## src/rtl/cfs_pkg.sv

```systemverilog
package cfs_pkg;
  typedef enum logic [2:0] {
    SRC_RCV  = 3'd0,
    SRC_XTAL = 3'd1,
    SRC_AUX0 = 3'd2,
    SRC_AUX1 = 3'd3,
    SRC_AUX2 = 3'd4
  } src_e;

  typedef enum logic [2:0] {
    CMD_AUTO = 3'd0,
    CMD_RCV  = 3'd1,
    CMD_XTAL = 3'd2,
    CMD_AUX0 = 3'd3,
    CMD_AUX1 = 3'd4,
    CMD_AUX2 = 3'd5
  } cmd_e;

  localparam logic [2:0] CMD_LAST = 3'd5;
endpackage

```

## src/rtl/cfs_wait_timer.sv

```systemverilog
module cfs_wait_timer #(
  parameter int WAIT_BASE = 25
) (
  input  logic       clk,
  input  logic       rst_n,
  input  logic       lock_i,
  input  logic       ms_tick_i,
  input  logic [1:0] wait_sel_i,
  output logic       fb_o,
  output logic       fb_set_o,
  output logic       fb_clr_o
);
  localparam int MAXLIM = WAIT_BASE * 8;
  localparam int CW     = $clog2(MAXLIM + 1);

  logic [CW-1:0] cnt;
  logic [CW-1:0] limit;
  logic          hit;

  always_comb begin
    limit    = CW'(WAIT_BASE) << wait_sel_i;
    hit      = (cnt >= limit - CW'(1));
    fb_set_o = !lock_i && ms_tick_i && !fb_o && hit;
    fb_clr_o = lock_i && fb_o;
  end

  always_ff @(posedge clk or negedge rst_n) begin
    if (!rst_n) begin
      cnt  <= '0;
      fb_o <= 1'b0;
    end else if (lock_i) begin
      cnt  <= '0;
      fb_o <= 1'b0;
    end else if (ms_tick_i && !fb_o) begin
      if (hit) begin
        fb_o <= 1'b1;
        cnt  <= '0;
      end else begin
        cnt <= cnt + CW'(1);
      end
    end
  end
endmodule

```

## src/rtl/cfs_src_mode.sv

```systemverilog
module cfs_src_mode
  import cfs_pkg::*;
(
  input  logic       clk,
  input  logic       rst_n,
  input  logic       wr_i,
  input  logic [2:0] cmd_i,
  input  logic       fb_i,
  output logic       mode_auto_o,
  output logic       upd_evt_o,
  output logic [2:0] src_o
);
  logic [2:0] mode;
  logic       legal;

  always_comb begin
    legal       = (cmd_i <= CMD_LAST);
    upd_evt_o   = wr_i && legal && (cmd_i >= CMD_XTAL);
    mode_auto_o = (mode == CMD_AUTO);
    if (mode == CMD_AUTO) src_o = fb_i ? SRC_XTAL : SRC_RCV;
    else                  src_o = mode - 3'd1;
  end

  always_ff @(posedge clk or negedge rst_n) begin
    if (!rst_n)              mode <= CMD_AUTO;
    else if (wr_i && legal)  mode <= cmd_i;
  end
endmodule

```

## src/rtl/cfs_status_hold.sv

```systemverilog
module cfs_status_hold #(
  parameter int REL_BASE = 48
) (
  input  logic       clk,
  input  logic       rst_n,
  input  logic       event_i,
  input  logic       preamble_i,
  input  logic [1:0] rel_sel_i,
  input  logic       pol_i,
  output logic       status_o
);
  localparam int RW = $clog2(REL_BASE + 1);

  logic [RW-1:0] rel_cnt;
  logic [RW-1:0] reload;

  always_comb begin
    case (rel_sel_i)
      2'd0:    reload = RW'(REL_BASE);
      2'd1:    reload = RW'(REL_BASE / 4);
      2'd2:    reload = RW'(REL_BASE / 8);
      default: reload = RW'(REL_BASE / 16);
    endcase
    status_o = (rel_cnt != '0) ? pol_i : !pol_i;
  end

  always_ff @(posedge clk or negedge rst_n) begin
    if (!rst_n)                           rel_cnt <= '0;
    else if (event_i)                     rel_cnt <= reload;
    else if (preamble_i && rel_cnt != '0) rel_cnt <= rel_cnt - RW'(1);
  end
endmodule

```

## src/rtl/clk_fallback_ctrl.sv

```systemverilog
module clk_fallback_ctrl #(
  parameter int WAIT_BASE = 25,
  parameter int REL_BASE  = 48
) (
  input  logic       clk,
  input  logic       rst_n,
  input  logic       lock_i,
  input  logic       ms_tick_i,
  input  logic       preamble_i,
  input  logic [1:0] wait_sel_i,
  input  logic [1:0] rel_sel_i,
  input  logic       status_pol_i,
  input  logic       ext_mode_i,
  input  logic       src_wr_i,
  input  logic [2:0] src_cmd_i,
  input  logic       rate_chg_i,
  output logic [2:0] main_src_o,
  output logic       clk_status_o
);
  logic lock_q;
  logic fb, fb_set, fb_clr;
  logic mode_auto, upd_evt;
  logic evt;

  always_ff @(posedge clk or negedge rst_n) begin
    if (!rst_n) lock_q <= 1'b0;
    else        lock_q <= lock_i;
  end

  cfs_wait_timer #(.WAIT_BASE(WAIT_BASE)) u_timer (
    .clk(clk), .rst_n(rst_n), .lock_i(lock_i), .ms_tick_i(ms_tick_i),
    .wait_sel_i(wait_sel_i), .fb_o(fb), .fb_set_o(fb_set), .fb_clr_o(fb_clr)
  );

  cfs_src_mode u_mode (
    .clk(clk), .rst_n(rst_n), .wr_i(src_wr_i), .cmd_i(src_cmd_i), .fb_i(fb),
    .mode_auto_o(mode_auto), .upd_evt_o(upd_evt), .src_o(main_src_o)
  );

  always_comb begin
    evt = (lock_i != lock_q);
    if (ext_mode_i)
      evt = evt || upd_evt || rate_chg_i || (mode_auto && (fb_set || fb_clr));
  end

  cfs_status_hold #(.REL_BASE(REL_BASE)) u_hold (
    .clk(clk), .rst_n(rst_n), .event_i(evt), .preamble_i(preamble_i),
    .rel_sel_i(rel_sel_i), .pol_i(status_pol_i), .status_o(clk_status_o)
  );
endmodule

```

## config.mk

```make
export PLATFORM = sky130hd
export DESIGN_NAME = clk_fallback_ctrl
export DESIGN_NICKNAME = d
export VERILOG_FILES = /design/src/rtl/cfs_pkg.sv /design/src/rtl/cfs_wait_timer.sv /design/src/rtl/cfs_src_mode.sv /design/src/rtl/cfs_status_hold.sv /design/src/rtl/clk_fallback_ctrl.sv
export SDC_FILE = /design/constraint.sdc
export NUM_CORES = 1
export LEC_CHECK = 0
export ABC_AREA = 1
export BUFFER_PORTS_ARGS = -buffer_cell sky130_fd_sc_hd__buf_2
export CAP_MARGIN = 10
export CORE_MARGIN = 1.5
export CORE_UTILIZATION = 50
export DETAILED_ROUTE_END_ITERATION = 8
export PLACE_DENSITY = 0.71
export SLEW_MARGIN = 5
export SYNTH_ARGS = -nofsm -noshare
export SYNTH_HDL_FRONTEND = slang
export SYNTH_SLANG_ARGS = --single-unit
```

## constraint.sdc

```tcl
create_clock -name clk -period 4.55 [get_ports clk]
set_clock_uncertainty 0.05 [all_clocks]
set_input_delay 0.91 -clock clk [delete_from_list [all_inputs] [get_ports clk]]
set_output_delay 0.91 -clock clk [all_outputs]
set_load 0.01 [all_outputs]
```

**Word level (Yosys, flattened, before mapping)**

Cells that the tools add are included.

- Add/sub/neg operators: 4
- Order comparisons: 3
- Eq/ne operators: 3
- Shifts and indexed selects: 1
- Muxes and demuxes: 13
- Reduce and logical (&&, ||, !) cells: 23

Operators by type and width:

| operator | number |
|---|---|
| $mux 8 | 3 |
| $pmux 6 s3 | 1 |
| $mux 6 | 2 |
| $logic_and 1x1->1 | 9 |
| $add 8x1->8 const B | 1 |
| $ge 8x8->1 | 1 |
| $shl 5x2->8 const A | 1 |
| $sub 8x1->8 const B | 1 |
| $mux 1 | 6 |
| $reduce_bool 2->1 | 3 |
| $reduce_bool 6->1 | 1 |
| $sub 6x1->6 const B | 1 |
| $logic_or 1x1->1 | 4 |
| $ge 3x2->1 const B | 1 |
| $le 3x3->1 const B | 1 |
| $logic_not 1->1 | 3 |
| $logic_not 3->1 | 1 |
| $mux 3 | 1 |
| $sub 3x1->3 const B | 1 |
| $eq 2x1->1 const B | 1 |
| $eq 2x2->1 const B | 1 |
| $logic_not 2->1 | 1 |
| $reduce_and 2->1 | 1 |
| $ne 1x1->1 | 1 |

- Flip-flop bits (word level): 19
- Input bits: 16
- Word-level logic and storage cells: 52

**Longest topological paths before layout**

Gate-level depths: netlist of the first run.

- Depth in word-level cells: 9
- Mapped depth: 18
- Depth with buffers taken out: 18

**Hierarchy**

From an unflattened synthesis of the first run, not the netlist that was laid out.

- Cell total of the unflattened synthesis: 196
- Area total of the unflattened synthesis: 1482.7 um2

Modules (own cells, without submodules):

| module | instances | cells an instance | area an instance (um2) | seq. area each (um2) |
|---|---|---|---|---|
| cfs_wait_timer | 1 | 100 | 762.0 | 225.2 |
| cfs_status_hold | 1 | 64 | 498.0 | 150.1 |
| cfs_src_mode | 1 | 25 | 168.9 | 75.1 |
| clk_fallback_ctrl | 1 | 7 | 53.8 | 25.0 |

**Worst setup path after synthesis of the first run**

No wires, ideal clock.

- Path kind: input port to flip-flop
- Start: input wait_sel_i[1]
- End: register u_hold.rel_cnt[2]
- Library setup time: 125 ps
- Arrival time: 2288 ps
- Required time: 4375 ps
- Setup slack: 2087 ps
- Stages: 14
- Path buffers: 1
- Cell sequence: inv_1 -> ha_1 -> inv_1 -> ha_1 -> a21oi_1 -> o21a_1 -> nand2_1 -> nand2_1 -> nand2_2 -> nand2_4 -> buf_12 -> inv_2 -> nand2_1 -> nand3_1

- Longest elaborated chain between the ends: 9
- Elaborated cells between the ends (all ways): 10

RTL lines:

| what | RTL line | source |
|---|---|---|
| start: declaration | clk_fallback_ctrl.sv:10 | `input logic [1:0] wait_sel_i,` |
| $shl 5x2->8 * | cfs_wait_timer.sv:21 | `limit = CW'(WAIT_BASE) << wait_sel_i;` |
| $sub 8x1->8 * | cfs_wait_timer.sv:22 | `hit = (cnt >= limit - CW'(1));` |
| $ge 8x8->1 * | cfs_wait_timer.sv:22 |  |
| $logic_and 1x1->1 * | cfs_wait_timer.sv:23 | `fb_set_o = !lock_i && ms_tick_i && !fb_o && hit;` |
| $logic_or 1x1->1 * | clk_fallback_ctrl.sv:43 | `evt = evt \|\| upd_evt \|\| rate_chg_i \|\| (mode_auto && (fb_set \|\| fb_clr));` |
| $logic_and 1x1->1 * | clk_fallback_ctrl.sv:43 |  |
| $logic_or 1x1->1 * | clk_fallback_ctrl.sv:43 |  |
| $mux 1 * | clk_fallback_ctrl.sv:42 | `if (ext_mode_i)` |
| $mux 6 / $reduce_bool 2->1 (equally long branches) | -- |  |
| end signal: assignment | cfs_status_hold.sv:29 | `else if (event_i) rel_cnt <= reload;` |
| end signal: assignment | cfs_status_hold.sv:30 | `else if (preamble_i && rel_cnt != '0) rel_cnt <= rel_cnt - RW'(1);` |
| end: declaration | cfs_status_hold.sv:14 | `logic [RW-1:0] rel_cnt;` |

Every way passes the cells marked *; elsewhere a longest branch is shown, timed or not.
A chain may end at the register's enable or synchronous reset.

**Worst setup path after layout of the first run**

- Start: input wait_sel_i[1]
- End: register u_hold.rel_cnt[1]

Same word-level chain as after synthesis.

==> results_dict.tcl, run 1 <==
set metrics [dict create \
    p_sw_w 0.000164 \
    cts-root-buf "clkbuf_4" \
    place_congestion 0.850 \
    ios 20 \
    fin_tns_setup_ps 0 \
    core_area_um2 2760 \
    clock-sinks 19 \
    cts_hold_buf 0 \
    maxCapViolCount 0 \
    fin_util_pct 57.3 \
    post_cts_resized 0 \
    outcome "finished clean" \
    critPathKind "in2reg" \
    synth_area_leaders "dfrtp_1, ha_1, nand2_1, inv_1, nor2_1" \
    rsz0062_at_grt "false" \
    grt_start_max_net_pins 20 \
    final_layout_size_suffix_gt1_share_pct 15.5 \
    syn_inst 192 \
    syn_nets 227 \
    slew_headroom_pct 71.5 \
    hp-class "in2async" \
    ys_warn_count 0 \
    dp_hpwl_mm 2.21 \
    sw_frac_of_total_pct 36.6 \
    n_fill_cell 259 \
    cp.required_ps 4710 \
    max_freq_mhz 405 \
    period_share_pct 54.3 \
    ys_types 27 \
    diodes 0 \
    drc 0 \
    h-tree-depth 1 \
    io_buffer_count 19 \
    ys_seq_area_share_pct 32.8 \
    grt_usage_pct 18.7 \
    startpoint_type "input pin" \
    power_density_nw_per_um2 284 \
    start_util_pct 52.6 \
    routed_wl_mm 2.71 \
    leakage_nw 0.904 \
    post_cts_buffers 0 \
    multi_input_area_um2 825 \
    drtIter0Drc 30 \
    fin_nets 249 \
    grt_overflow_total 0 \
    ys_seq_elements 19 \
    setup_viol 0 \
    worstMarginPinSlew_ps 427 \
    clock_path_buffers 2 \
    yosys.area.top_type "dfrtp_1" \
    p_comb_share_pct 32.8 \
    cts_made_buffers 3 \
    synth_common_cells "nand2_1, inv_1, nor2_1" \
    cp-end-kind "flip-flop" \
    vias_per_cell 5.07 \
    regArea_um2 475 \
    dieWidth_um 56.9 \
    syn_area_um2 1450 \
    clkTransAtPathRegs_ps 110 \
    place_inst 240 \
    crit_path_start "wait_sel_i[1]" \
    instances_no_fill 244 \
    pwr-share-clk_pct 20.0 \
    sequentialPowerShare_pct 47.2 \
    crit_path_max_fanout 13 \
    reg2reg_from "u_timer.cnt[3]" \
    vias 1236 \
    clk_latency_ps 310 \
    die_area_um2 3230 \
    finalMaxSlewViolations 0 \
    routedWlPerCell_um 11.1 \
    die_y_um 56.9 \
    dr.pass1.iters 4 \
    synth_edf_count 0 \
    hold_violations 0 \
    intPower_w 0.000285 \
    final_antenna_net_count 0 \
    async_flop_share_pct 100 \
    synthMostInstantiatedCell "nand2_1" \
    grt_pass1_wl_mm 4.77 \
    avgSynthCellArea_um2 7.56 \
    grt_pass1_vias 1193 \
    fin_crit_ps 2470 \
    vdd.ir_drop.worst_v 0.000187 \
    antenna_found_initial 0 \
    critPathArrivalTime_ps 2630 \
    cts_tree "built" \
    rows 19 \
    synthToLayoutAreaGrowth_pct 8.88 \
    synth_top_area_share_pct 32.8 \
    yosys_most_used_dff "dfrtp_1" \
]
per-stage QoR:
step                cell area, µm²  hold WS, ps  setup WS [ps]  power (W)
floorplan                     1450          421           2090   0.000325
global placement              1550          452           1820   0.000356
detailed placement            1550          447           1740   0.000363
CTS                           1580          476           2070   0.000455
global route                  1580          500           1900   0.000487
finish                        1580          468           2080   0.000450
path summary, 6_finish.rpt:
kind                                      to  slack [ps]  cells after the start
hold / removal                u_mode.mode[2]         470                      1
setup reg to reg           u_hold.rel_cnt[1]        2670                     13
hold reg to reg               u_mode.mode[1]         480                      2
setup / recovery           u_hold.rel_cnt[1]        2080                     14
max in group asynchronous     u_timer.cnt[4]        3680                      1
min in group clk              u_mode.mode[1]         480                      2
area by class of cell:
| type | instances | area share (%) |
|---|---|---|
| multi-input cells | 139 | 52.2 |
| clock buffers | 4 | 1.66 |
| repair buffers | 19 | 6.02 |
| flip-flops and latches | 19 | 30.1 |
| inverters | 32 | 7.60 |
| well taps | 31 | 2.45 |
sequential cells by signal, summed over array words and instances, names as in the netlist:
signal / count
u_timer.cnt: 8
u_hold.rel_cnt: 6
lock_q: 1
u_timer.fb_o: 1
u_mode.mode: 3
worst max-delay path: stages:
cell	delay [ps]
buf_2	100
inv_1	70
ha_1	280
inv_1	50
ha_1	290
a21oi_1	130
o21a_1	120
nand2_1	90
nand2_1	90
nand2_2	80
nand2_4	150
nand2_1	110
nor2_1	110
nor2_1	50
power groups by stage:
stage	Clock [W]	Combinational [W]	Sequential, W
2_1_floorplan	0	0.000115	0.000209
3_3_place_gp	0	0.000142	0.000214
3_5_place_dp	0	0.000148	0.000215
4_1_cts	0.0000932	0.000150	0.000212
5_1_grt	0.000100	0.000172	0.000215
6_report	0.0000901	0.000147	0.000212
metal layers:
metal / global-route usage, % / vias up / part of all wire, %
li1: - / 644 / -
met1: 23.1 / 562 / 45
met2: 33.2 / 25 / 51
met3: 2.07 / 5 / 2.8
met4: 6.98 / 0 / 1.8
met5: 0 / - / 0
layout by cell type, fill, tap and decap left out:
cell type and count:
buf_2 19, dfrtp_1 19, nor3_2 1, ha_1 19, a32o_1 1, nor2_2 1, xor2_1 3, inv_1 30
inv_2 2, o211ai_1 1, clkbuf_1 1, nor2_1 23, nor3_1 2, a21oi_1 6, nand2_1 51, xnor2_1 3
o21a_1 1, nor3b_1 2, o21ai_2 3, clkbuf_4 3, a31o_2 1, nand3_1 12, and3_1 1, o21ai_0 4
nand2_2 1, nand2_4 1, xnor2_2 1, o21ai_1 1
cell families after synthesis:
| kind of cell | after synthesis | synth area share, % |
|---|---|---|
| AOI/OAI and AO/OA | 18 | 7.93 |
| DFF | 19 | 32.8 |
| adders and majority gates | 19 | 16.4 |
| xor gates and xnor gates | 7 | 4.74 |
| and+or+nand+nor | 95 | 27.8 |
| buffers and inverters | 34 | 10.4 |
Power figures use the tool's default switching activity.
==> inputs of run 2 (changes only) <==
--- a/config.mk
+++ b/config.mk
@@ -11,7 +11,7 @@
 export CORE_MARGIN = 1.5
 export CORE_UTILIZATION = 50
 export DETAILED_ROUTE_END_ITERATION = 8
-export PLACE_DENSITY = 0.71
+export PLACE_DENSITY = 0.74
 export SLEW_MARGIN = 5
 export SYNTH_ARGS = -nofsm -noshare
 export SYNTH_HDL_FRONTEND = slang
==> constraint.sdc (replaced) <==
create_clock -name clk -period 2.2 [get_ports clk]
set_clock_uncertainty 0.05 [all_clocks]
set_input_delay 0.44 -clock clk [delete_from_list [all_inputs] [get_ports clk]]
set_output_delay 0.44 -clock clk [all_outputs]
set_load 0.01 [all_outputs]
==> run 2 against run 1 <==
Effect of this change:
- flip-flop and latch count stayed put
- critical path type unchanged
- largest power group unchanged
- global-route usage fell by 1.5 points
- critical endpoint unchanged
- first-iteration DRC count fell by 57%
- register-to-register slack worse by 2300 ps
==> results_dict.tcl, run 2 (synthesis results as in run 1) <==
set metrics [dict create \
    outcome "finished clean" \
    worst_slack_ps 268 \
    cp-end-kind "flip-flop" \
    met3_usage_pct 2.76 \
    slowest_stage "ha_1" \
    dr.pass1.iters 4 \
    die_y_um 56.9 \
    place_congestion 0.783 \
    drc 0 \
    ios 20 \
    startpoint_type "input pin" \
    final_common_cell "nand2_1" \
    grt_usage_pct 17.2 \
    largest_reg_flops 8 \
    regMostFlops "u_timer.cnt" \
    top_usage_layer "met2" \
    io_buffer_count 19 \
    cts_hold_buf 0 \
    vias 1176 \
    start_util_pct 52.6 \
    critPathKind "in2reg" \
    finalMaxSlewViolations 0 \
    crit_path_max_fanout 13 \
    place_inst 242 \
    cp.required_ps 2350 \
    die_area_um2 3230 \
    largestRegisters "u_timer.cnt: 8 flops, u_hold.rel_cnt: 6 flops, u_mode.mode: 3 flops" \
    vdd.ir_drop.worst_v 0.000444 \
    critPathBufInv 3 \
    hold_violations 0 \
    maxCapViolCount 0 \
    synthToLayoutAreaGrowth_pct 10.0 \
    h-tree-depth 1 \
    fin_util_pct 57.9 \
    routed_wl_mm 2.45 \
    layout_common_cells "nand2_1, inv_1, nor2_1" \
    max_freq_mhz 518 \
    fin_crit_ps 1930 \
    period_share_pct 87.8 \
    crit_chain "buf_2 -> inv_1 -> ha_1 -> inv_1 -> ha_1 -> a21oi_1 -> o21a_1 -> nand2_1 -> nand2_1 -> nand2_2 -> nand2_4 -> nand2_1 -> nor2_1 -> nor2_1" \
    routedWlPerCell_um 9.94 \
    dp_hpwl_mm 2.04 \
    core_area_um2 2760 \
    cts-root-buf "clkbuf_4" \
    grt_start_max_net_pins 20 \
    hp-class "in2async" \
    power.total_w 0.000914 \
    dieWidth_um 56.9 \
    post_cts_buffers 0 \
    clock-sinks 19 \
    clock_path_buffers 2 \
    setup_viol 0 \
    rows 19 \
    final_antenna_net_count 0 \
    multi_input_area_um2 825 \
    power_density_nw_per_um2 573 \
    regArea_um2 475 \
    drtIter0Drc 13 \
    vias_per_cell 4.78 \
    path_delay_family "simple AND/OR/NAND/NOR gates" \
    cts_tree "built" \
    critPathArrivalTime_ps 2080 \
    instances_no_fill 246 \
    cts_made_buffers 3 \
    post_cts_resized 0 \
    rsz0062_at_grt "false" \
    diodes 0 \
    worstMarginPinSlew_ps 425 \
    final_layout_size_suffix_gt1_share_pct 16.7 \
    grt_overflow_total 0 \
    leakage_nw 0.917 \
    pre_cts_slack_ps -68.8 \
    cp_common_cell "nand2_1" \
    fin_tns_setup_ps 0 \
    slew_headroom_pct 71.7 \
    fin_nets 251 \
    max_stage_delay_ps 280 \
    grtUsageMet2_pct 28.7 \
    antenna_found_initial 0 \
    clkTransAtPathRegs_ps 110 \
    n_fill_cell 276 \
    grt_pass1_wl_mm 4.45 \
    clk_latency_ps 290 \
    grt_pass1_vias 1100 \
    met1_usage_pct 23.0 \
]
[run 2: cell types whose count changed in the layout (fill, tap and decap cells not counted)]
cell      before  now
buf_4          0    2
clkinv_2       0    1
clkbuf_1       1    0
[run 2: routing by layer]
layer | wire [µm] | up-vias
met3 | 57 | 2
met4 | 22 | 0
met5 | 0 | -
met1 | 1240 | 510
met2 | 1130 | 16
li1 | - | 648
[run 2: final cells by class]
| cell class | count | area share [%] |
|---|---|---|
| flip-flops and latches | 19 | 29.8 |
| multi-input cells | 139 | 51.6 |
| clock inverters | 1 | 0.313 |
| well taps | 31 | 2.43 |
| inverters | 32 | 7.52 |
| clock buffers | 3 | 1.41 |
| repair buffers | 21 | 6.90 |
[run 2: worst reg2reg max path, cell delays in order, from the launching register on]
cell and delay, ps:
dfrtp_1 430, ha_1 320, nand2_1 80, nor2_1 50, nor2_1 80, nand2_1 50, nand2_1 50, nand2_1 80
nand2_1 90, nand2_2 80, nand2_4 140, nand2_1 100, nor2_1 100, nor2_1 50
[run 2: report_power, final]
| part | switching [W] | total (W) | leakage, nW | internal (W) |
|---|---|---|---|---|
| registers | 0.0000415 | 0.000435 | 0.245 | 0.000394 |
| clock network | 0.000107 | 0.000175 | 0.0177 | 0.0000676 |
| logic | 0.000177 | 0.000305 | 0.653 | 0.000127 |
| total | 0.000326 | 0.000914 | 0.917 | 0.000588 |
[run 2: path summary, 6_finish.rpt]
kind,from,end,slack (ps),depth (start not counted)
max,wait_sel_i[1],u_hold.rel_cnt[1],270,14
min,rst_n,u_mode.mode[0],10,1
max in group asynchronous,rst_n,u_timer.cnt[3],1790,1
max reg2reg,u_timer.cnt[3],u_hold.rel_cnt[1],360,13
min reg2reg,u_mode.mode[1],u_mode.mode[1],470,2
min in group clk,src_cmd_i[0],u_mode.mode[0],280,3
[run 2: per-stage QoR]
| stage | hold WS, ps | instance area, µm² |
|---|---|---|
| after floorplan | 94.4 | 1450 |
| after CTS | 17.3 | 1600 |
| final | 13.8 | 1600 |
| after detailed placement | 353 | 1570 |
| after global routing | 39.7 | 1600 |
| after global placement | 351 | 1570 |
==> inputs of run 3 (changes only) <==
--- a/config.mk
+++ b/config.mk
@@ -11,7 +11,7 @@
 export CORE_MARGIN = 1.5
 export CORE_UTILIZATION = 50
 export DETAILED_ROUTE_END_ITERATION = 8
-export PLACE_DENSITY = 0.74
+export PLACE_DENSITY = 0.71
 export SLEW_MARGIN = 5
 export SYNTH_ARGS = -nofsm -noshare
 export SYNTH_HDL_FRONTEND = slang
==> constraint.sdc (replaced) <==
create_clock -name clk -period 1.97 [get_ports clk]
set_clock_uncertainty 0.05 [all_clocks]
set_input_delay 0.394 -clock clk [delete_from_list [all_inputs] [get_ports clk]]
set_output_delay 0.394 -clock clk [all_outputs]
set_load 0.01 [all_outputs]
==> run 3 against run 2 <==
Effect of this change:
- cell count increased by 2.0%
- utilization rose by 2.8 points
- wire length increased by 15%
- die area unchanged
- first-iteration DRC count rose by 120%
- sequential power rose by 12%
- via count up 5.3%
- total power up 18%
- sequential share of layout area shrank 1.4 points
- critical endpoint is now u_hold.rel_cnt[5]
- largest power group unchanged
==> results_dict.tcl, run 3 (synthesis results as in run 1) <==
set metrics [dict create \
    die_area_um2 3230 \
    clkTransAtPathRegs_ps 110 \
    crit_path_end "u_hold.rel_cnt[5]" \
    hold_violations 0 \
    fin_crit_ps 1830 \
    synthToLayoutAreaGrowth_pct 15.3 \
    final_common_cell "nand2_1" \
    dr.pass1.iters 4 \
    largestRegisters "u_timer.cnt: 8 flops, u_hold.rel_cnt: 6 flops, u_mode.mode: 3 flops" \
    die_y_um 56.9 \
    fin_tns_setup_ps 0 \
    core_area_um2 2760 \
    cp_common_cell "nand2_1" \
    maxCapViolCount 0 \
    worst_slack_ps 136 \
    pre_cts_slack_ps -265 \
    outcome "finished clean" \
    clock-sinks 19 \
    ff2ff_setup_slack_ps 150 \
    diodes 0 \
    crit_chain "buf_2 -> inv_1 -> ha_1 -> inv_2 -> ha_1 -> nand2_1 -> nor2_1 -> nor2_1 -> nand2_1 -> nand2_1 -> nand2_2 -> nand2_1 -> nand2_2 -> nand2_4 -> nand2_1 -> nand2_1 -> nand2_1 -> nand2_1" \
    reg2reg_from "u_timer.cnt[1]" \
    vdd.ir_drop.worst_v 0.000562 \
    vias_per_cell 4.93 \
    slew_headroom_pct 71.3 \
    grt_usage_pct 19.6 \
    worstMarginPinSlew_ps 430 \
    hp-start "src_cmd_i[0]" \
    regMostFlops "u_timer.cnt" \
    cts_tree "built" \
    cp.required_ps 2130 \
    finalMaxSlewViolations 0 \
    slowest_stage "ha_1" \
    hold_depth 3 \
    layout_common_cells "nand2_1, inv_1, nor2_1" \
    max_stage_delay_ps 270 \
    clk_latency_ps 300 \
    cts-root-buf "clkbuf_4" \
    grt_pass1_wl_mm 5.06 \
    h-tree-depth 1 \
    grt_start_max_net_pins 20 \
    place_congestion 0.791 \
    routedWlPerCell_um 11.3 \
    cp-end-kind "flip-flop" \
    antenna_found_initial 0 \
    vias 1238 \
    crit_path_start "wait_sel_i[1]" \
    final_antenna_net_count 0 \
    ff2ff_path_depth 14 \
    critPathKind "in2reg" \
    crit_path_max_fanout 7 \
    r2r_end "u_hold.rel_cnt[5]" \
    startpoint_type "input pin" \
    io_buffer_count 19 \
    routed_wl_mm 2.82 \
    drc 0 \
    n_fill_cell 266 \
    grt_pass1_vias 1227 \
    hp-class "in2reg" \
    rows 19 \
    period_share_pct 93.1 \
    clock_path_buffers 2 \
    rsz0062_at_grt "true" \
    start_util_pct 52.6 \
    dieWidth_um 56.9 \
    power_density_nw_per_um2 647 \
    cts_made_buffers 3 \
    grt_overflow_total 0 \
    drtIter0Drc 29 \
    setup_viol 0 \
    final_layout_size_suffix_gt1_share_pct 21.4 \
    critPathArrivalTime_ps 1990 \
    largest_reg_flops 8 \
    dp_hpwl_mm 2.20 \
    ios 20 \
    max_freq_mhz 545 \
    fin_nets 256 \
    leakage_nw 0.935 \
]
==> run 3: changes by cell type in the layout (fill, tap and decap cells not counted), moves of 2 or more <==
cell	change
buf_4	+3
ha_1	-3
ha_4	+2
nand2_1	-2
nand2_2	+3
==> run 3: through the flow <==
step	area, µm²	total power, W	util [%]	cells	hold slack (ps)
after global placement	1580	0.000830	57.2	243	304
after floorplan	1450	0.000750	-	192	48.4
after CTS	1610	0.00105	58.5	248	221
after global routing	1670	0.00118	60.7	251	236
after detailed placement	1580	0.000848	57.2	243	317
final	1670	0.00108	60.7	251	231
==> run 3: report_power, final <==
group,total [W],internal (W),switching (W)
clock network,0.000203,0.0000790,0.000124
registers,0.000489,0.000440,0.0000498
logic,0.000391,0.000174,0.000217
total,0.00108,0.000693,0.000390
==> run 3: timing repair <==
item,4_1_cts,5_1_grt
endpoints found under the setup margin,0,5
endpoints found under the hold margin,19,0
resized for setup,0,8
hold buffers,1,0
buffers inserted,0,2
==> run 3: per-layer routing <==
layer  part of all wire [%]  vias up  GRT usage (%)  wire length (µm)
met3                    2.7        4           2.76                76
met5                      0        -              0                 0
met2                     52       22           34.9              1460
li1                       -      655              -                 -
met4                    1.4        0           6.98                40
met1                     44      557           24.1              1250
==> run 3: worst min path at each step <==
stage,end,slack (ps)
final,u_mode.mode[0],230
after global routing,lock_q,240
after CTS,u_mode.mode[0],220
after global placement,u_mode.mode[2],300
after floorplan,lock_q,50
after detailed placement,u_timer.cnt[0],320
==> run 3: cell type report <==
class,instances,area [µm²],share of cell area (%)
timing repair buffer,25,143,8.53
clock buffer,4,26.3,1.57
sequential,19,475,28.4
multi-input combinational,140,870,52.0
inverter,32,120,7.18
tap,31,38.8,2.32
==> run 3: worst max-delay path: cells and delay by family <==
family	cells	cell delay, ps
adder cells (fa/ha/maj)	2	430
AND/OR/NAND/NOR	13	920
buffers and inverters	3	240
